File: src/rtl/lcd_drv_pkg.sv
package lcd_drv_pkg;
  localparam int SEG_W = 7;
  typedef logic [SEG_W-1:0] seg7_t;

  // bit0=a ... bit6=g ; values above nine blank
  function automatic seg7_t bcd_to_seg(input logic [3:0] d);
    seg7_t s;
    case (d)
      4'd0: s = 7'h3F;
      4'd1: s = 7'h06;
      4'd2: s = 7'h5B;
      4'd3: s = 7'h4F;
      4'd4: s = 7'h66;
      4'd5: s = 7'h6D;
      4'd6: s = 7'h7D;
      4'd7: s = 7'h07;
      4'd8: s = 7'h7F;
      4'd9: s = 7'h6F;
      default: s = 7'h00;
    endcase
    return s;
  endfunction
endpackage

File: src/rtl/lcd_bp_timer.sv
module lcd_bp_timer #(
  parameter int BP_DIV = 800
) (
  input  logic clk,
  input  logic rst_n,
  output logic tick,
  output logic bp
);
  localparam int HALF  = BP_DIV / 2;
  localparam int CNT_W = (HALF > 2) ? $clog2(HALF) : 1;
  localparam logic [CNT_W-1:0] LAST = CNT_W'(HALF - 1);

  logic [CNT_W-1:0] cnt;

  assign tick = (cnt == LAST);

  always_ff @(posedge clk or negedge rst_n) begin
    if (!rst_n) begin
      cnt <= '0;
      bp  <= 1'b0;
    end else if (tick) begin
      cnt <= '0;
      bp  <= ~bp;
    end else begin
      cnt <= cnt + 1'b1;
    end
  end

  // backplane only moves on the divider terminal count
  assert_bp_hold_R1: assert property (@(posedge clk) disable iff (!rst_n)
    !tick |=> $stable(bp));
  assert_bp_flip_R1: assert property (@(posedge clk) disable iff (!rst_n)
    tick |=> (bp != $past(bp)));
endmodule

File: src/rtl/lcd_seg_decode.sv
module lcd_seg_decode
  import lcd_drv_pkg::*;
#(
  parameter int DIGITS = 3
) (
  input  logic [DIGITS*4-1:0]       bcd,
  input  logic                      kilo_one,
  input  logic                      negative,
  output logic [DIGITS*SEG_W+1:0]   pattern
);
  localparam int NSEG = DIGITS * SEG_W + 2;

  for (genvar i = 0; i < DIGITS; i++) begin : g_digit
    logic [3:0] d;
    assign d = bcd[i*4 +: 4];
    assign pattern[i*SEG_W +: SEG_W] = bcd_to_seg(d);

    // out-of-range codes must leave the digit dark
    always_comb begin
      if (d > 4'd9) begin
        assert_blank_R5: assert (pattern[i*SEG_W +: SEG_W] == '0);
      end
    end
  end

  assign pattern[NSEG-2] = kilo_one;
  assign pattern[NSEG-1] = negative;
endmodule

File: src/rtl/lcd_seg_drive.sv
module lcd_seg_drive #(
  parameter int NSEG = 23
) (
  input  logic            clk,
  input  logic            rst_n,
  input  logic            tick,
  input  logic            bp,
  input  logic            lamp_test,
  input  logic [NSEG-1:0] pattern,
  output logic [NSEG-1:0] seg
);
  logic [NSEG-1:0] lit_q;
  logic [NSEG-1:0] lit_next;
  logic            bp_next;

  assign lit_next = tick ? pattern : lit_q;
  assign bp_next  = bp ^ tick;

  always_ff @(posedge clk or negedge rst_n) begin
    if (!rst_n) begin
      lit_q <= '0;
      seg   <= '0;
    end else begin
      lit_q <= lit_next;
      if (lamp_test) seg <= '1;
      else           seg <= lit_next ^ {NSEG{bp_next}};
    end
  end

  // held pattern changes only at a backplane edge
  assert_lit_hold_R9: assert property (@(posedge clk) disable iff (!rst_n)
    !tick |=> $stable(lit_q));
  // without a toggle or lamp change, segment lines do not move
  assert_seg_hold_R9: assert property (@(posedge clk) disable iff (!rst_n)
    (!tick && !lamp_test && !$past(lamp_test)) |=> $stable(seg));
  // lamp test drives every line high
  assert_lamp_R8: assert property (@(posedge clk) disable iff (!rst_n)
    lamp_test |=> (&seg));
endmodule

File: src/rtl/lcd_static_driver.sv
module lcd_static_driver
  import lcd_drv_pkg::*;
#(
  parameter int BP_DIV = 800
) (
  input  logic       clk,
  input  logic       rst_n,
  input  logic [3:0] units_bcd,
  input  logic [3:0] tens_bcd,
  input  logic [3:0] hunds_bcd,
  input  logic       kilo_one,
  input  logic       negative,
  input  logic       lamp_test,
  output logic       bp,
  output logic [6:0] seg_units,
  output logic [6:0] seg_tens,
  output logic [6:0] seg_hunds,
  output logic       seg_kilo,
  output logic       seg_sign
);
  localparam int DIGITS = 3;
  localparam int NSEG   = DIGITS * SEG_W + 2;

  logic            tick;
  logic [NSEG-1:0] pattern;
  logic [NSEG-1:0] seg;

  lcd_bp_timer #(.BP_DIV(BP_DIV)) u_timer (
    .clk   (clk),
    .rst_n (rst_n),
    .tick  (tick),
    .bp    (bp)
  );

  lcd_seg_decode #(.DIGITS(DIGITS)) u_decode (
    .bcd      ({hunds_bcd, tens_bcd, units_bcd}),
    .kilo_one (kilo_one),
    .negative (negative),
    .pattern  (pattern)
  );

  lcd_seg_drive #(.NSEG(NSEG)) u_drive (
    .clk       (clk),
    .rst_n     (rst_n),
    .tick      (tick),
    .bp        (bp),
    .lamp_test (lamp_test),
    .pattern   (pattern),
    .seg       (seg)
  );

  assign seg_units = seg[0*SEG_W +: SEG_W];
  assign seg_tens  = seg[1*SEG_W +: SEG_W];
  assign seg_hunds = seg[2*SEG_W +: SEG_W];
  assign seg_kilo  = seg[NSEG-2];
  assign seg_sign  = seg[NSEG-1];

  // a negative reading sampled at a toggle lights the sign line against bp
  assert_sign_R7: assert property (@(posedge clk) disable iff (!rst_n)
    (tick && !lamp_test && negative) |=> (seg_sign != bp));
  // a cleared leading flag sampled at a toggle leaves its line with bp
  assert_kilo_R6: assert property (@(posedge clk) disable iff (!rst_n)
    (tick && !lamp_test && !kilo_one) |=> (seg_kilo == bp));
endmodule

File: config.mk
export PLATFORM = sky130hd
export DESIGN_NAME = lcd_static_driver
export DESIGN_NICKNAME = d
export VERILOG_FILES = /design/src/rtl/lcd_drv_pkg.sv /design/src/rtl/lcd_bp_timer.sv /design/src/rtl/lcd_seg_decode.sv /design/src/rtl/lcd_seg_drive.sv /design/src/rtl/lcd_static_driver.sv
export SDC_FILE = /design/constraint.sdc
export NUM_CORES = 1
export LEC_CHECK = 0
export BUFFER_PORTS_ARGS = -buffer_cell sky130_fd_sc_hd__buf_4
export CAP_MARGIN = 20
export CORE_AREA = 2 2 79 81
export DETAILED_ROUTE_END_ITERATION = 16
export DIE_AREA = 0 0 81 83
export PLACE_DENSITY = 0.75
export SETUP_SLACK_MARGIN = 0.02
export SLEW_MARGIN = 20
export SYNTH_ARGS = -nofsm -noshare
export SYNTH_HDL_FRONTEND = slang
export SYNTH_SLANG_ARGS = --single-unit
export TNS_END_PERCENT = 1
File: constraint.sdc
create_clock -name clk -period 1.96 [get_ports clk]
set_clock_uncertainty 0.05 [all_clocks]
set_input_delay 0.098 -clock clk [delete_from_list [all_inputs] [get_ports clk]]
set_output_delay 0.098 -clock clk [all_outputs]
set_load 0.02 [all_outputs]
Yosys cells after proc, flatten, opt, wreduce, memory -nomap -nowiden
Memories as Yosys holds them, arrays and structs flattened.
Cells that the tools add are included.
{"block": "classes", "add_sub_neg": 1, "eq_ne": 1, "mux": 3, "bitwise_logic": 3}
{"op": "$mux W23", "n": 2}
{"op": "$xor A23 B23 Y23", "n": 1}
{"op": "$add A9 B1 Y9 const B", "n": 1}
{"op": "$eq A9 B9 Y1 const B", "n": 1}
{"op": "$mux W9", "n": 1}
{"op": "$not A1 Y1", "n": 1}
{"op": "$xor A1 B1 Y1", "n": 1}
{"block": "word_totals", "regBits": 56, "mem_bits_ro": 336, "inputBits": 17, "out_inout_bits": 24, "wordCells": 15, "mem_count": 3}
{"name": "(no name shown)", "words": 16, "width": 7, "rd": 1, "rd_clocked_by_memory_dff": 0, "write_ports": 0, "line_no": "lcd_drv_pkg.sv:8", "text": "case (d)"}
{"name": "(no name shown)", "words": 16, "width": 7, "rd": 1, "rd_clocked_by_memory_dff": 0, "write_ports": 0, "line_no": "lcd_drv_pkg.sv:8"}
{"name": "(no name shown)", "words": 16, "width": 7, "rd": 1, "rd_clocked_by_memory_dff": 0, "write_ports": 0, "line_no": "lcd_drv_pkg.sv:8"}

Depth between registers and ports, before layout
{"block": "depth", "ltp_word": 4, "depth_mapped": 7, "depth_no_buf": 6}

Hierarchy
A second synthesis with hierarchy kept.
{"block": "hier_totals", "cells_unflattened": 299, "hier_area_um2": 2949.1}
{"mod": "lcd_seg_drive", "n_inst": 1, "cells_per_inst": 174, "area_per_inst_um2": 1850.5}
{"mod": "lcd_seg_decode", "n_inst": 1, "cells_per_inst": 84, "area_per_inst_um2": 634.4}
{"mod": "lcd_bp_timer", "n_inst": 1, "cells_per_inst": 41, "area_per_inst_um2": 464.2}

Worst setup path before layout
Ideal clock, no wire load.
{"block": "synth_path", "path_type": "register -> register", "from": "reg u_timer.cnt[0]", "to": "reg u_drive.seg[15]", "setup_time_ns": 0.080, "arrival_ns": 1.501, "t_required_ns": 1.830, "path_slack_ns": 0.329, "path_stages_with_launch": 7, "period_less_slack_ns": 1.631, "cell_sequence": "dfrtp_1 > ha_1 > nand4b_4 > nor2_4 > buf_6 > mux2i_1 > mux2i_1"}
{"block": "synth_via", "elab_chain_cells": 4, "word_cells_on_any_way": 5}
{"item": "from (decl)", "line_no": "lcd_bp_timer.sv:13", "text": "logic [CNT_W-1:0] cnt;"}
{"item": "from (signal assigned)", "line_no": "lcd_bp_timer.sv:25", "text": "cnt <= cnt + 1'b1;"}
{"item": "$eq A9 B9 Y1 *", "line_no": "lcd_bp_timer.sv:15", "text": "assign tick = (cnt == LAST);"}
{"item": "$mux W23 / $xor A1 B1 Y1 (equally long branches)", "line_no": "lcd_seg_drive.sv:16, lcd_seg_drive.sv:17"}
{"item": "$xor A23 B23 Y23 *", "line_no": "lcd_seg_drive.sv:26", "text": "else seg <= lit_next ^ {NSEG{bp_next}};"}
{"item": "$mux W23 *", "line_no": "lcd_seg_drive.sv:25", "text": "if (lamp_test) seg <= '1;"}
{"item": "to (signal assigned)", "line_no": "lcd_seg_drive.sv:26"}
{"item": "to (decl)", "line_no": "lcd_seg_drive.sv:10", "text": "output logic [NSEG-1:0] seg"}
Mark *: on every way between the ends. The rest lies on a longest branch, timed or not.
A chain may end at the register's enable or synchronous reset.

Worst setup path in the final report
{"block": "layout_path", "from": "reg u_timer.cnt[5]", "to": "reg u_drive.seg[4]"}
Same word-level chain as after synthesis.

==> metrics.txt <==
setup bufs post-CTS=0; CTS resizes=0; CTS tree=yes; Synth top cells by count=dfrtp_1, nor2_1, mux2i_1, o21ai_1, nand2_1; r2r startpoint=u_timer.cnt[5]; outcome=finished, final reports clean; GRT Util Overall=20.0%; Final GP Congestion=approximately 0.80; headroom to the max-slew limit=approximately 53%; setup_tns=0 ns; worst slew pin tran=0.704 ns; Placeable Area=5820 um^2; Worst EP arrival=~1.9 ns; Worst setup SP type=register; Area contributors post-synth=dfrtp_1, mux2i_1, ha_1; Cell variety after synth=between 40 and 50; FP Rows=28; vias in the first global route=roughly 2,300; ys flop type=dfrtp_1; CP Class=register to register; Die H=between 80 and 90 um; die footprint=slightly below 7000 um^2; crit path capture=u_drive.seg[4]; syn_area_per_cell=approximately 10 um^2; routed vias/inst=between 5 and 6; R2R setup slack=roughly 0.19 ns; largest net degree at the start of global routing=57; Worst Setup End Kind=register; area share of the largest cell type after synthesis=between 40 and 50%; Layout Nets=between 300 and 400; first-pass GRT wire length=10.6 mm; Starting Density=approximately 55%; Slew Viols, Final=0; clock-pin slew on the worst setup and hold paths=0.11 ns; reg2reg path depth=5; clock root buffer=clkbuf_8; area occupied by multi-input gates=around 1600 um^2; P&R area growth vs syn=14.6%; fillers=503; Via Count=2,375; Synthesized Nets=roughly 340; FF+latch area=1400 um^2; wire per inst=around 15 um; Overflow after GRT=0; Hold Buf Count CTS=3; IO Count=41; Post-Syn Area=3210 um^2; critical path fanouts, max=17; Final Hold Fails=0; EDFF count, synth=0; power density over the cells=599 nW/um^2; Crit. Startpoint=u_timer.cnt[5]; Synth Register Bits=56; top-count cell post-synth=dfrtp_1; fin crit period=about 1.8 ns; share of async-settable or async-resettable flops after synthesis=100%; hold crit path type=input port to register; Final Setup Violations=0; DRT antenna net count=0; Port Buf Inserts=40; sequential share of the synthesized area=between 40 and 50%; Longest Clk Path Bufs=2; chip width=about 81 um; fin worst setup slack=0.193 ns; post-place setup slack=around 0.19 ns; H-tree depth=2; Num Clock Sinks=56; residual DRC count=0; Leakage=about 1.5 nW; largest area contributor in the netlist=dfrtp_1; yosys warns=0; Diodes inserted=0; cts bufs inserted=5; Synth Instances=between 300 and 400; FMAX=about 0.57 GHz; reg2reg end=u_drive.seg[4]; worst vdd ir=0.422 mV; initial antenna violation count=0; Iter 0 DRT Violations=approximately 130; 1st-pass router iterations=4; unrepaired setup endpoints after global routing=no; layout cell share with drive strength beyond 1=between 10% and 20%; post-DP HPWL=between 4 and 5 mm; drt total wl=roughly 6.3 mm; Worst-Skew Late Latency=around 0.32 ns; Worst EP required=about 2.1 ns; max-cap viol count=0; crit share post-route=90.1%
[how the worst min path moves through the flow]
stage | from | endpoint | slack [ns] | depth (start not counted)
floorplan | rst_n | u_drive.lit_q[0] | -0.25 | 0
global placement | rst_n | u_drive.lit_q[0] | 0.14 | 1
detailed placement | rst_n | u_drive.seg[0] | 0.14 | 1
CTS | units_bcd[2] | u_drive.lit_q[5] | 0.10 | 3
global route | hunds_bcd[3] | u_drive.lit_q[15] | 0.12 | 3
finish | units_bcd[2] | u_drive.lit_q[5] | 0.12 | 3
[cell usage in the layout (no fill, tap or decap), drive strengths merged, types with 3 or more instances in the layout]
cell type,count
clkbuf,5
inv,11
dlygate4sd3,3
o22a,3
a21bo,3
nand2,15
o2111ai,9
nor2b,7
nand3,3
a21oi,13
a2111oi,3
nor2,20
xor2,3
nand2b,7
nor3,4
a21o,3
buf,48
nand3b,3
dfrtp,56
a21boi,9
nand4,4
ha,13
xnor2,6
o311ai,3
nor4,3
a311oi,3
o21a,12
and3b,9
o21ai,29
or3b,6
mux2i,18
nor3b,3
[report_power, final]
group          switching [mW]  leakage [nW]  total [mW]  internal, mW
sequential            0.00798         0.645        1.18          1.18
clock                   0.391        0.0548       0.776         0.385
combinational           0.143         0.815       0.245         0.102
total                   0.541          1.51        2.20          1.66
[layer usage]
| layer | wire [um] | vias up | part of all wire [%] | global-route usage [%] |
|---|---|---|---|---|
| met3 | 241 | 7 | 3.8 | 3.80 |
| met1 | 2950 | 1147 | 47 | 26.8 |
| met4 | 76 | 0 | 1.2 | 6.32 |
| li1 | - | 1175 | - | - |
| met5 | 0 | - | 0 | 0 |
| met2 | 3070 | 46 | 48 | 32.5 |
[cell families after synthesis]
family | share of synthesized area, %
AOI/OAI and AO/OA | 20.6
and+or+nand+nor | 17.0
DFF | 43.6
buffers and inverters | 5.65
muxes | 5.61
adders and majority gates | 5.07
xor gates and xnor gates | 2.46
[critical path: stages, from the launching register on]
cell and delay, ns:
dfrtp_1 0.45, nand4bb_1 0.27, buf_4 0.27, a2111oi_4 0.35
a21oi_1 0.11, mux2i_1 0.15
[layout make-up]
type                    count  area share [%]
multi-input cells         219            44.3
flip-flops and latches     56            38.1
repair buffers             51            11.0
well taps                  75            2.55
clock buffers               5            1.87
clock inverters             3            1.26
inverters                  10            1.02
[flip-flops by register name (all words and copies together) (netlist names)]
name           count
u_drive.lit_q     23
u_timer.bp         1
u_timer.cnt        9
u_drive.seg       23
[per-stage QoR]
step,hold WS [ns],util [%],std cells,cell area [um^2],power [mW]
6_report,0.119,63.3,419,3680,2.20
5_1_grt,0.120,63.3,419,3680,2.30
4_1_cts,0.104,63.3,419,3680,2.23
3_5_place_dp,0.142,60.8,408,3530,1.45
3_3_place_gp,0.145,60.8,408,3530,1.44
2_1_floorplan,-0.248,-,307,3210,1.34
(Power assumes the default switching activity.)
